[config.mk]
export PLATFORM = sky130hd
export DESIGN_NAME = trace_ovr_ctl
export DESIGN_NICKNAME = d
export VERILOG_FILES = /design/src/rtl/trace_ovr_pkg.sv /design/src/rtl/trace_ovr_policy.sv /design/src/rtl/trace_ovr_dp.sv /design/src/rtl/trace_ovr_ctl.sv
export SDC_FILE = /design/constraint.sdc
export NUM_CORES = 1
export LEC_CHECK = 0
export ABC_AREA = 1
export BUFFER_PORTS_ARGS = -buffer_cell sky130_fd_sc_hd__buf_2
export CORE_MARGIN = 2
export CORE_UTILIZATION = 42
export DETAILED_ROUTE_END_ITERATION = 8
export PLACE_DENSITY = 0.79
export SYNTH_ARGS = -nofsm -noshare
export SYNTH_HDL_FRONTEND = slang
export SYNTH_SLANG_ARGS = --single-unit
[constraint.sdc]
create_clock -name clk -period 1.5 [get_ports clk]
set_input_delay 0.45 -clock clk [delete_from_list [all_inputs] [get_ports clk]]
set_output_delay 0.45 -clock clk [all_outputs]
set_load 0.01 [all_outputs]
[src/rtl/trace_ovr_pkg.sv]
package trace_ovr_pkg;
  localparam int NUM_CLASS = 3;
  localparam int OVR_W     = 3;
  localparam int EVT_W     = 2;
  localparam int MODE_W    = NUM_CLASS;
  localparam int CTL_W     = OVR_W + EVT_W + MODE_W;
  localparam int KIND_W    = 2;
  localparam int WP_W      = 2;

  typedef enum logic [KIND_W-1:0] {
    KIND_OWN    = 2'd0,
    KIND_DATA   = 2'd1,
    KIND_BRANCH = 2'd2,
    KIND_OVR    = 2'd3
  } msgKind_e;

  typedef enum logic [EVT_W-1:0] {
    EVT_SYNC = 2'd0,
    EVT_BRK  = 2'd1,
    EVT_NOP  = 2'd2,
    EVT_RSV  = 2'd3
  } evtCode_e;

  typedef struct packed {
    logic                 push;
    msgKind_e             kind;
    logic [NUM_CLASS-1:0] ack;
    logic                 stall;
    logic                 setOvr;
    logic                 clrOvr;
  } ctlStrobe_t;
endpackage

[src/rtl/trace_ovr_policy.sv]
module trace_ovr_policy
  import trace_ovr_pkg::*;
(
  input  logic [NUM_CLASS-1:0] req,
  input  logic [MODE_W-1:0]    mode,
  input  logic [OVR_W-1:0]     ovrCode,
  input  logic                 qFull,
  input  logic                 ovrPend,
  output ctlStrobe_t           strb
);
  logic [NUM_CLASS-1:0] reqEn;
  logic [NUM_CLASS-1:0] reqDis;
  logic [NUM_CLASS-1:0] stallable;
  logic [NUM_CLASS-1:0] grant;
  logic [NUM_CLASS-1:0] holdMask;
  logic [NUM_CLASS-1:0] dropMask;
  msgKind_e             grantKind;

  assign reqEn  = req & mode;
  assign reqDis = req & ~mode;

  // Per-code set of classes that stall; ownership is part of every stall set.
  always_comb begin
    case (ovrCode)
      3'b001:  stallable = 3'b101;
      3'b010:  stallable = 3'b011;
      3'b011:  stallable = 3'b111;
      default: stallable = 3'b000;
    endcase
  end

  // Fixed priority: the highest index wins.
  always_comb begin
    grant     = '0;
    grantKind = KIND_OWN;
    for (int i = 0; i < NUM_CLASS; i++) begin
      if (reqEn[i]) begin
        grant     = '0;
        grant[i]  = 1'b1;
        grantKind = msgKind_e'(i);
      end
    end
  end

  assign holdMask = reqEn & stallable;
  assign dropMask = reqEn & ~stallable;

  always_comb begin
    strb        = '0;
    strb.kind   = KIND_OWN;
    if (qFull) begin
      strb.stall  = |holdMask;
      strb.ack    = dropMask | reqDis;
      strb.setOvr = |dropMask;
    end else if (ovrPend) begin
      strb.push   = 1'b1;
      strb.kind   = KIND_OVR;
      strb.clrOvr = 1'b1;
      strb.ack    = reqDis;
    end else begin
      strb.push   = |reqEn;
      strb.kind   = grantKind;
      strb.ack    = grant | reqDis;
    end
  end
endmodule

[src/rtl/trace_ovr_dp.sv]
module trace_ovr_dp
  import trace_ovr_pkg::*;
#(
  parameter int SYNC_STAGES = 2
) (
  input  logic             clk,
  input  logic             rstN,
  input  logic             ctlWe,
  input  logic [CTL_W-1:0] ctlWdata,
  input  logic [WP_W-1:0]  wpStart,
  input  logic [WP_W-1:0]  wpStop,
  input  logic             evtIn,
  input  logic             dbgEnable,
  input  ctlStrobe_t       strb,
  output logic [CTL_W-1:0] ctlReg,
  output logic             ovrPend,
  output logic             syncReq,
  output logic             brkReq
);
  localparam int CHAIN_W  = SYNC_STAGES + 1;
  localparam int EVT_LO   = MODE_W;
  localparam int OVR_LO   = MODE_W + EVT_W;

  logic [CHAIN_W-1:0] evtChain;
  logic               evtFall;
  evtCode_e           evtCode;
  logic [MODE_W-1:0]  modeNext;

  // Control word with watchpoint-driven enable updates.
  always_comb begin
    modeNext = ctlReg[MODE_W-1:0];
    for (int w = 0; w < WP_W; w++) begin
      if (wpStop[w])       modeNext[w+1] = 1'b0;
      else if (wpStart[w]) modeNext[w+1] = 1'b1;
    end
  end

  always_ff @(posedge clk) begin
    if (!rstN)       ctlReg <= '0;
    else if (ctlWe)  ctlReg <= ctlWdata;
    else             ctlReg <= {ctlReg[CTL_W-1:MODE_W], modeNext};
  end

  // Overrun marker owed to the queue.
  always_ff @(posedge clk) begin
    if (!rstN)             ovrPend <= 1'b0;
    else if (strb.setOvr)  ovrPend <= 1'b1;
    else if (strb.clrOvr)  ovrPend <= 1'b0;
  end

  // Synchronizer plus one history flop; idles high.
  always_ff @(posedge clk) begin
    if (!rstN) evtChain[0] <= 1'b1;
    else       evtChain[0] <= evtIn;
  end

  for (genvar s = 1; s < CHAIN_W; s++) begin : g_sync
    always_ff @(posedge clk) begin
      if (!rstN) evtChain[s] <= 1'b1;
      else       evtChain[s] <= evtChain[s-1];
    end
  end

  assign evtFall = evtChain[CHAIN_W-1] & ~evtChain[CHAIN_W-2];
  assign evtCode = evtCode_e'(ctlReg[EVT_LO +: EVT_W]);

  assign syncReq = evtFall && (evtCode == EVT_SYNC) &&
                   (ctlReg[KIND_DATA] || ctlReg[KIND_BRANCH]);
  assign brkReq  = evtFall && (evtCode == EVT_BRK) && dbgEnable;

  logic unusedOvr;
  assign unusedOvr = ^ctlReg[OVR_LO +: OVR_W];
endmodule

[src/rtl/trace_ovr_ctl.sv]
module trace_ovr_ctl
  import trace_ovr_pkg::*;
#(
  parameter int SYNC_STAGES = 2
) (
  input  logic                 clk,
  input  logic                 rstN,
  input  logic                 ctlWe,
  input  logic [CTL_W-1:0]     ctlWdata,
  input  logic [WP_W-1:0]      wpStart,
  input  logic [WP_W-1:0]      wpStop,
  input  logic                 evtIn,
  input  logic                 dbgEnable,
  input  logic [NUM_CLASS-1:0] srcReq,
  output logic [NUM_CLASS-1:0] srcAck,
  input  logic                 qFull,
  output logic                 qPush,
  output logic [KIND_W-1:0]    qKind,
  output logic                 cpuStall,
  output logic                 syncReq,
  output logic                 brkReq,
  output logic [CTL_W-1:0]     ctlOut
);
  ctlStrobe_t       strb;
  logic [CTL_W-1:0] ctlReg;
  logic             ovrPend;

  trace_ovr_policy u_policy (
    .req     (srcReq),
    .mode    (ctlReg[MODE_W-1:0]),
    .ovrCode (ctlReg[CTL_W-1 -: OVR_W]),
    .qFull   (qFull),
    .ovrPend (ovrPend),
    .strb    (strb)
  );

  trace_ovr_dp #(.SYNC_STAGES(SYNC_STAGES)) u_dp (
    .clk       (clk),
    .rstN      (rstN),
    .ctlWe     (ctlWe),
    .ctlWdata  (ctlWdata),
    .wpStart   (wpStart),
    .wpStop    (wpStop),
    .evtIn     (evtIn),
    .dbgEnable (dbgEnable),
    .strb      (strb),
    .ctlReg    (ctlReg),
    .ovrPend   (ovrPend),
    .syncReq   (syncReq),
    .brkReq    (brkReq)
  );

  assign srcAck   = strb.ack;
  assign qPush    = strb.push;
  assign qKind    = strb.kind;
  assign cpuStall = strb.stall;
  assign ctlOut   = ctlReg;
endmodule

# --- After elaboration in Yosys (flattened, before gate mapping) ---
# Index checks and enable logic that the tools add are counted.
totals:
  register_bits: 12
  latchBits: 0
  mem_bits_rw: 0
  mem_bits_ro: 0
  in_bits: 21
  word_cells: 52
  mem_count: 0
classes:
  addsub: 0
  mul: 0
  div: 0
  n_lt_le_gt_ge: 0
  eq_ne: 4
  shifts: 0
  muxes: 19
  bitwise: 10
  n_reduce_logical: 12
op_table:
  columns: ["operator", "n"]
  rows:
  - ["$and A3 B3 Y3", 4]
  - ["$mux W3", 4]
  - ["$mux W1", 10]
  - ["$pmux W3 S3", 1]
  - ["$reduce_or A3 Y1", 3]
  - ["$eq A3 B2 Y1 const B", 2]
  - ["$mux W2", 3]
  - ["$mux W6", 1]
  - ["$not A3 Y3", 2]
  - ["$or A3 B3 Y3", 2]
  - ["$reduce_bool A3 Y1", 2]
  - ["$logic_and A1 B1 Y1", 4]
  - ["$eq A3 B1 Y1 const B", 1]
  - ["$eq A2 B1 Y1 const B", 1]
  - ["$logic_not A2 Y1", 1]
  - ["$reduce_bool A2 Y1", 1]
  - ["$and A1 B1 Y1", 1]
  - ["$logic_or A1 B1 Y1", 1]
  - ["$not A1 Y1", 1]

# --- Longest topological paths before layout ---
# Gate-level depths: netlist (run 1).
depth:
  ltp_word: 7
  ltp_mapped: 7

# --- Hierarchy ---
# Synthesis (run 1) repeated with hierarchy kept, for this count alone.
unflattened:
  cells_unflattened: 99
  hier_area_um2: 633.1
modules_own_cells:
  columns: ["mod", "n_inst", "cells_per_inst", "area_each_um2", "seq_area_each_um2"]
  rows:
  - ["trace_ovr_dp", 1, 53, 431.7, 240.2]
  - ["trace_ovr_policy", 1, 46, 201.4, 0.0]

# --- Least setup slack after synthesis (run 1) ---
# Ideal clock, no wire load.
synth_timing:
  kind: "input port to output port"
  from: "in qFull"
  to: "out srcAck[0]"
  arrival_ns: 0.988
  path_slack_ns: 0.062
  stages: 7
  path_buffers: 2
  path_cell_list: "buf_4 -> nor2_4 -> nand3_1 -> nand2_1 -> nand2_1 -> nand2_1 -> buf_4"
synth_lines:
  columns: ["element", "line_no", "source"]
  rows:
  - ["start: declaration", "trace_ovr_ctl.sv:16", "input logic qFull,"]
  - ["end: declaration", "trace_ovr_ctl.sv:15", "output logic [NUM_CLASS-1:0] srcAck,"]

# --- Final worst setup path (run 1) ---
layout_timing:
  from: "reg u_dp.ovrPend"
  to: "out srcAck[0]"
layout_between:
  elab_chain_cells: 2
layout_rtl:
  columns: ["element", "line_no", "source"]
  rows:
  - ["start: declaration", "trace_ovr_dp.sv:16", "output logic ovrPend,"]
  - ["start signal: assignment", "trace_ovr_dp.sv:46", "if (!rstN) ovrPend <= 1'b0;"]
  - ["start signal: assignment", "trace_ovr_dp.sv:47", "else if (strb.setOvr) ovrPend <= 1'b1;"]
  - ["start signal: assignment", "trace_ovr_dp.sv:48", "else if (strb.clrOvr) ovrPend <= 1'b0;"]
  - ["$mux W6", "trace_ovr_policy.sv:55", "end else if (ovrPend) begin"]
  - ["$mux W3", "trace_ovr_policy.sv:51", "if (qFull) begin"]
# No other way between the ends.

==> flow_summary_export.csv, run 1 <==
group,metric,value,unit
cts,cts-buffers-inserted,3,
sta,hold_ws,0.354,ns
layout,antenna_cells,0,
place,gp_congestion,0.855,
pwr,p_leak,0.576,nW
floorplan,rows,14,
setup_path,arrival,1.18,ns
sta,maxSlewViolCount,0,
global_route,grt_pass1_vias,657,
pwr,total_power,0.839,mW
sta,rsz0062_at_grt,"true",
min_path,hold_end,"u_dp.evtChain[0]",
sta,finalCriticalPeriod,1.63,ns
setup_path,crit_fanout,3,
synth,yosysWarnings,0,
layout,syn2layout_area_growth,62.5,%
min_path,holdPathStages,2,
synth,yosys_register_bits,12,
setup_path,worstSetupPathType,"reg -> out",
place,port-buffer-count,37,
global_route,grt_overflow_total,0,
layout,finalInstanceArea,1070,um^2
setup_path,worstReg2RegStart,"u_dp.ctlReg[2]",
sta,tightest_slew,0.171,ns
pwr,peakVddDrop,0.470,mV
sta,setup_slack,-0.127,ns
status,status,"finished with violations",
synth,synth_fp_nets,121,
synth,avgSynthCellArea,6.58,um^2
setup_path,crit_required,1.05,ns
routing,num_vias,823,
cts,clock_latency,0.27,ns
sta,relSlewSlack,0.886,
place,dp_hpwl,1200,um
layout,nNetsFinal,169,
sta,timing.final.crit_share,1.08,
floorplan,die_h,43.6,um
routing,ant_nets,0,
routing,vias_per_cell,5.05,
setup_path,startpoint,"u_dp.ovrPend",
sta,skew,0.000440,ns
cts,hold_buffers,0,
global_route,grt_max_degree,11,
global_route,track_usage,0.192,
place,place_ws,-0.0397,ns
floorplan,start_util,0.442,
cts,clock_sinks,12,
floorplan,die_w,43.6,um
routing,first_pass_iters,4,
place,placed_cells,148,
synth,ys_types,18,
routing,drt_iter0_drc,5,
floorplan,ios,38,
synth,syn_area,658,um^2
status,violations,"negative setup slack",
cts,cts_tree,"built",
pwr,power.density,784,nW/um^2
sta,finalSetupViolCount,8,
global_route,grt_pass1_wl,2610,um
routing,wl_per_cell,12.4,um
cts,cts.htree.levels,1,
synth,seq_area_frac_synth,0.365,
floorplan,dieArea,1900,um^2
routing,drc,0,
setup_path,r2r_end,"u_dp.ovrPend",
layout,final_cells,163,
min_path,hold_class,"in -> reg",
sta,finalHoldViolCount,0,
layout,drive_gt1_frac,0.605,
setup_path,rr_worst_depth,8,
cts,clockRootBuffer,"clkbuf_4",
setup_path,cp-start-kind,"flop",
setup_path,cp-end-kind,"output pin",
routing,wirelength,2020,um
synth,netlist_instances,100,
min_path,hold_path_startpoint,"evtIn",
sta,fmax,0.615,GHz
place,place_area,828,um^2
cts,ctsLongestPathBuffers,2,
floorplan,core_area,1490,um^2
setup_path,regToRegSetupSlack,0.39,ns
run,cap_violations,0,
global_route,antenna_found_initial,0,
cts,clk_pin_slew,0.07,ns
-- critical path, cell delays in order (launching register included) --
cell and delay (ns):
dfxtp_2 0.36, nor2_4 0.15, nand3_1 0.09, nand2_1 0.07, nand2_1 0.05, nand2_1 0.06
buf_2 0.12
-- cell type report --
type,instances,area (um^2)
clock buffer,4,36.3
multi-input combinational,70,415
sequential,12,255
fill,130,419
inverter,11,48.8
tap,16,20.0
timing repair buffer,50,294
-- worst max path at each step --
stage | end | slack (ns) | depth (start not counted)
6_report | srcAck[0] | -0.13 | 6
5_1_grt | cpuStall | -0.19 | 8
4_1_cts | cpuStall | -0.12 | 7
3_5_place_dp | cpuStall | -0.04 | 8
3_3_place_gp | cpuStall | -0.02 | 8
2_1_floorplan | srcAck[0] | 0.06 | 7
-- per-layer routing --
| metal | part of all wire | up-vias | global-route usage | routed length (um) |
|---|---|---|---|---|
| met1 | 0.39 | 383 | 0.216 | 789 |
| met3 | 0.042 | 4 | 0.0375 | 85 |
| li1 | - | 406 | - | - |
| met2 | 0.55 | 30 | 0.306 | 1110 |
| met5 | 0 | - | 0 | 0 |
| met4 | 0.016 | 0 | 0.170 | 33 |
-- power breakdown --
group,switching [mW],total (mW),internal (mW)
Sequential,0.0245,0.364,0.340
Combinational,0.118,0.223,0.105
Clock,0.105,0.252,0.148
Total,0.247,0.839,0.592
-- per-stage QoR --
step,utilization,TNS (ns)
2_1_floorplan,-,0
3_3_place_gp,0.556,-0.0299
3_5_place_dp,0.556,-0.0552
4_1_cts,0.635,-0.487
5_1_grt,0.718,-1.12
6_report,0.718,-0.623
-- cells in the mapped netlist, drive strengths merged --
master   n  area share
nor2    26        0.16
nand2   19        0.12
dfxtp   12        0.37
inv     11       0.063
o21ai   10       0.076
buf      7       0.076
nand3    7       0.061
a21oi    3       0.023
or2      3       0.029
a211oi   1       0.011
a31oi    1      0.0095
-- cells by family (layout without fill, tap and decap cells) --
kind of cell,after synthesis,after routing,synth area share
AOI/OAI and AO/OA,15,15,0.120
buffers and inverters,18,65,0.139
DFF,12,12,0.365
and+or+nand+nor,55,55,0.376
-- timing repair --
item / CTS / global route
gates cloned: 0 / 0
pin swaps: 6 / 10
setup buffers: 4 / 7
endpoints found under the setup margin: 8 / 9
gates resized for setup: 17 / 21
-- state kept, by name, summed over array words and instances (netlist names) --
name           flops
u_dp.ovrPend       1
u_dp.ctlReg        8
u_dp.evtChain      3
-- placed cells by master, fill, tap and decap left out --
cell type and instances:
nand3_2 6, nor2_1 22, buf_4 10, dfxtp_4 2
nand2_2 5, dfxtp_2 6, a31oi_1 1, clkbuf_8 1
clkbuf_4 3, o21ai_1 7, nand3_1 1, nand2_1 9
a211oi_2 1, inv_1 6, or2_1 3, buf_6 3
inv_4 3, nand2_4 5, buf_2 37, a21oi_2 1
dfxtp_1 4, a21oi_1 2, o21ai_0 3, nor2_2 1
inv_2 2, nor2_4 3
(Power assumes the default switching activity.)
==> inputs of run 2 (changes only) <==
Settings changed: BUFFER_PORTS_ARGS -buffer_cell sky130_fd_sc_hd__buf_2 to unset, CORE_UTILIZATION 42 to 50, CTS_BUF_LIST set to sky130_fd_sc_hd__clkbuf_8, DONT_BUFFER_PORTS set to 1, PLACE_DENSITY 0.79 to 0.7.
==> run 2 against run 1 <==
- the run still ends with negative setup slack left
- register-to-register slack improved by 0.02 ns
- critical endpoint is now syncReq
- count of clock-buffer cells in the layout fell by 1
- power fell by 7.2%
- sequential cell count did not move
- clock skew barely moved
- worst setup slack improved by 0.12 ns
==> flow_summary_export.csv, run 2 (synthesized netlist as in run 1, its figures left out) <==
group,metric,value,unit
setup_path,crit_path_top_delay_cell,"dfxtp_4",
layout,nFillCells,118,
layout,finalInstanceArea,842,um^2
pwr,power.density,925,nW/um^2
cts,clock_latency,0.23,ns
cts,clockRootBuffer,"clkbuf_8",
routing,first_pass_iters,4,
place,place_area,664,um^2
place,dp_hpwl,1080,um
pwr,total_power,0.779,mW
layout,ff_latch_area,254,um^2
cts,cts-buffers-inserted,3,
setup_path,crit_required,1.05,ns
setup_path,worstReg2RegStart,"u_dp.ctlReg[7]",
setup_path,cp-end-kind,"output pin",
layout,top_regs,"u_dp.ctlReg: 8 flops, u_dp.evtChain: 3 flops, u_dp.ovrPend: 1 flops",
floorplan,dieArea,1620,um^2
setup_path,rr_worst_depth,8,
min_path,holdPathStages,1,
cts,ctsLongestPathBuffers,2,
global_route,grt_overflow_total,0,
min_path,hold_class,"in -> reg",
routing,drc,0,
layout,final_cells,121,
setup_path,crit_family,"flip-flops",
sta,finalHoldViolCount,0,
layout,syn2layout_area_growth,27.9,%
sta,finalSetupViolCount,1,
setup_path,max_stage_delay,0.36,ns
layout,final_cell_mix,"nor2_1 (21), buf_4 (10), nand2_1 (9)",
place,port-buffer-count,0,
floorplan,die_w,40.3,um
sta,maxSlewViolCount,0,
setup_path,worstSetupPathType,"reg -> out",
routing,wl_per_cell,12.1,um
place,gp_congestion,0.690,
pwr,power_frac_seq,0.472,
layout,antenna_cells,0,
setup_path,regToRegSetupSlack,0.41,ns
status,status,"finished with violations",
setup_path,r2r_end,"u_dp.ovrPend",
sta,fmax,0.662,GHz
global_route,antenna_found_initial,0,
place,placed_cells,113,
floorplan,rows,13,
layout,postLayoutCoreUtil,0.664,
cts,hold_buffers,0,
global_route,grt_pass1_vias,524,
pwr,peakVddDrop,0.705,mV
global_route,grt_max_degree,11,
sta,relSlewSlack,0.839,
min_path,hold_path_startpoint,"evtIn",
cts,clk_pin_slew,0.05,ns
floorplan,start_util,0.519,
layout,regMostFlops,"u_dp.ctlReg",
cts,clock_sinks,12,
layout,multiInputGateArea,404,um^2
sta,finalCriticalPeriod,1.51,ns
floorplan,ios,38,
sta,setup_tns,-0.0109,ns
sta,rsz0062_at_grt,"true",
pwr,switchingPower,0.202,mW
sta,skew,0.000671,ns
routing,wirelength,1460,um
layout,largest_reg_flops,8,
min_path,hold_end,"u_dp.evtChain[0]",
status,violations,"negative setup slack",
layout,drive_gt1_frac,0.443,
sta,tightest_slew,0.240,ns
setup_path,path_buf_inv,1,
setup_path,crit_chain,"nor2_4 > nand2_2 > a211oi_2 > buf_4",
global_route,track_usage,0.187,
pwr,internal-power,0.577,mW
run,cap_violations,0,
floorplan,die_h,40.3,um
setup_path,crit_fanout,3,
cts,cts_tree,"built",
routing,drt_iter0_drc,3,
sta,setup_slack,-0.0109,ns
layout,nNetsFinal,129,
pwr,comb_power_share,0.178,
global_route,grt_pass1_wl,2040,um
floorplan,core_area,1270,um^2
pwr,p_clk_frac,0.350,
layout,final_common_cell,"nor2_1",
cts,cts.htree.levels,1,
routing,vias_per_cell,5.16,
routing,ant_nets,0,
sta,timing.final.crit_share,1.01,
pwr,p_leak,0.392,nW
pwr,swShare,0.259,
setup_path,arrival,1.06,ns
setup_path,cp-start-kind,"flop",
routing,num_vias,624,
[run 2: timing repair]
item	4_1_cts	5_1_grt
endpoints found under the setup margin	6	6
buffers inserted	2	3
resized for setup	15	18
pin swaps	2	10
[run 2: power groups by stage]
| stage | registers [mW] | clock network [mW] | logic [mW] |
|---|---|---|---|
| after detailed placement | 0.366 | 0 | 0.109 |
| after global placement | 0.366 | 0 | 0.107 |
| final | 0.368 | 0.273 | 0.138 |
| after CTS | 0.362 | 0.282 | 0.120 |
| after global routing | 0.370 | 0.295 | 0.154 |
| after floorplan | 0.367 | 0 | 0.0998 |
[run 2: area by class of cell]
| type | count | share of cell area |
|---|---|---|
| flip-flops and latches | 12 | 0.302 |
| clock buffers | 3 | 0.0490 |
| repair buffers | 10 | 0.0892 |
| well taps | 15 | 0.0223 |
| inverters | 11 | 0.0579 |
| multi-input cells | 70 | 0.480 |
[run 2: per-layer routing]
metal,GRT usage,part of all wire,vias to the layer above
met1,0.201,0.39,282
li1,-,-,321
met4,0.0750,0.012,0
met2,0.343,0.56,17
met3,0.0500,0.042,4
met5,0,0,-
[run 2: worst max path at each step]
stage	startpoint	end	slack, ns	cells past startpoint
2_1_floorplan	qFull	srcAck[0]	0.06	7
3_3_place_gp	u_dp.ctlReg[1]	cpuStall	0.09	6
3_5_place_dp	u_dp.ctlReg[1]	cpuStall	0.09	6
4_1_cts	u_dp.ctlReg[4]	syncReq	-0.02	4
5_1_grt	u_dp.ctlReg[4]	syncReq	-0.08	4
6_report	u_dp.ctlReg[4]	syncReq	-0.01	4
[run 2: metrics by stage]
step	hold WS, ns	setup WS, ns
2_1_floorplan	0.385	0.0620
3_3_place_gp	0.394	0.0939
3_5_place_dp	0.402	0.0868
4_1_cts	0.318	-0.0225
5_1_grt	0.318	-0.0843
6_report	0.320	-0.0109
[run 2: worst register-to-register path, stage by stage (launching register included)]
cell,delay [ns]
dfxtp_2,0.33
inv_4,0.09
nand2_4,0.07
nand2_4,0.08
nor2_2,0.04
buf_4,0.12
buf_4,0.12
nor2_1,0.10
nor2_1,0.04
==> inputs of run 3 (changes only) <==
Settings changed: CORE_UTILIZATION 50 to 30, PLACE_DENSITY 0.7 to 0.49.
==> run 3 against run 2 <==
- the run still ends with negative setup slack left
- register-to-register slack improved by 0.09 ns
- non-clock buffer count shrank 1
- power up 11%
- largest power group unchanged
- worst setup slack got worse by 0.023 ns
- clock skew rose by 0.0015 ns
- highest routed layer unchanged
- clock power grew 30%
- die area rose by 59%
==> flow_summary_export.csv, run 3 (synthesized netlist as in run 1, its figures left out) <==
group,metric,value,unit
status,status,"finished with violations",
status,violations,"negative setup slack",
sta,fmax,0.652,GHz
sta,timing.final.crit_share,1.02,
layout,final_cell_mix,"nor2_1 (21), buf_4 (9), nand2_1 (8)",
cts,clockRootBuffer,"clkbuf_8",
routing,drc,0,
routing,wirelength,1650,um
global_route,grt_pass1_vias,600,
pwr,p_leak,0.395,nW
sta,tightest_slew,0.240,ns
floorplan,start_util,0.325,
routing,wl_per_cell,12.4,um
layout,postLayoutCoreUtil,0.436,
routing,ant_nets,0,
layout,antenna_cells,0,
global_route,antenna_found_initial,0,
floorplan,ios,38,
min_path,hold_class,"in -> reg",
layout,syn2layout_area_growth,34.0,%
setup_path,crit_required,1.05,ns
layout,finalInstanceArea,882,um^2
setup_path,cp-end-kind,"output pin",
cts,clock_latency,0.24,ns
setup_path,arrival,1.08,ns
setup_path,worstSetupPathType,"reg -> out",
floorplan,die_w,50.8,um
place,dp_hpwl,1240,um
setup_path,crit_fanout,3,
floorplan,rows,16,
place,place_area,679,um^2
setup_path,cp-start-kind,"flop",
cts,ctsLongestPathBuffers,2,
pwr,power_frac_seq,0.424,
run,cap_violations,0,
sta,finalCriticalPeriod,1.53,ns
routing,first_pass_iters,3,
pwr,total_power,0.863,mW
pwr,p_clk_frac,0.412,
global_route,track_usage,0.138,
sta,setup_tns,-0.0389,ns
layout,drive_gt1_frac,0.462,
pwr,peakVddDrop,0.756,mV
sta,skew,0.00219,ns
routing,drt_iter0_drc,4,
layout,regMostFlops,"u_dp.ctlReg",
place,gp_congestion,0.746,
place,port-buffer-count,0,
sta,finalSetupViolCount,2,
cts,cts-buffers-inserted,3,
floorplan,core_area,2020,um^2
place,placed_cells,125,
global_route,grt_max_degree,11,
layout,nNetsFinal,128,
routing,num_vias,631,
cts,cts_tree,"built",
place,place_ws,0.104,ns
sta,maxSlewViolCount,0,
layout,largest_reg_flops,8,
sta,finalHoldViolCount,0,
floorplan,dieArea,2580,um^2
layout,final_common_cell,"nor2_1",
layout,nFillCells,226,
cts,hold_buffers,0,
layout,top_regs,"u_dp.ctlReg: 8 flops, u_dp.evtChain: 3 flops, u_dp.ovrPend: 1 flops",
layout,final_cells,133,
sta,relSlewSlack,0.839,
cts,clock_sinks,12,
cts,cts.htree.levels,1,
pwr,internal-power,0.632,mW
pwr,power.density,978,nW/um^2
sta,rsz0062_at_grt,"true",
floorplan,die_h,50.8,um
routing,vias_per_cell,4.74,
sta,setup_slack,-0.0340,ns
pwr,switchingPower,0.231,mW
pwr,swShare,0.268,
global_route,grt_overflow_total,0,
sta,hold_ws,0.301,ns
pwr,comb_power_share,0.164,
global_route,grt_pass1_wl,2640,um
cts,clk_pin_slew,0.05,ns
-- run 3: final timing paths --
| path | from | to | slack (ns) | cells after the start |
|---|---|---|---|---|
| max | u_dp.ctlReg[4] | syncReq | -0.03 | 4 |
| max reg2reg | u_dp.ctlReg[7] | u_dp.ovrPend | 0.50 | 7 |
| min reg2reg | u_dp.evtChain[0] | u_dp.evtChain[1] | 0.40 | 1 |
| min | evtIn | u_dp.evtChain[0] | 0.30 | 1 |
-- run 3: worst max-delay path, cell delays in order, from the launching register on --
cell and delay, ns:
dfxtp_4 0.37, nor2_4 0.08, nand2_2 0.06, a211oi_2 0.19, buf_4 0.15
-- run 3: timing repair --
item,4_1_cts,5_1_grt
gates resized for setup,20,19
setup buffers,2,2
endpoints found under the hold margin,0,0
pin swaps,1,8
endpoints found under the setup margin,8,5
-- run 3: per-layer routing --
metal	GRT usage	vias to the layer above	part of all wire
met5	0	-	0
met3	0.0322	2	0.076
met1	0.160	280	0.43
li1	-	325	-
met2	0.224	24	0.48
met4	0.0946	0	0.015
-- run 3: power groups by stage --
stage               clock network [mW]  logic, mW  registers (mW)
floorplan                            0     0.0998           0.367
global placement                     0      0.108           0.368
detailed placement                   0      0.109           0.369
CTS                              0.363      0.124           0.365
global route                     0.371      0.158           0.369
finish                           0.356      0.141           0.366
-- run 3: final cells by class --
class | instances | area, um^2 | area share
multi-input cells | 70 | 415 | 0.471
flip-flops and latches | 12 | 262 | 0.296
repair buffers | 9 | 67.6 | 0.0766
clock buffers | 4 | 55.1 | 0.0624
inverters | 11 | 48.8 | 0.0553
well taps | 27 | 33.8 | 0.0383
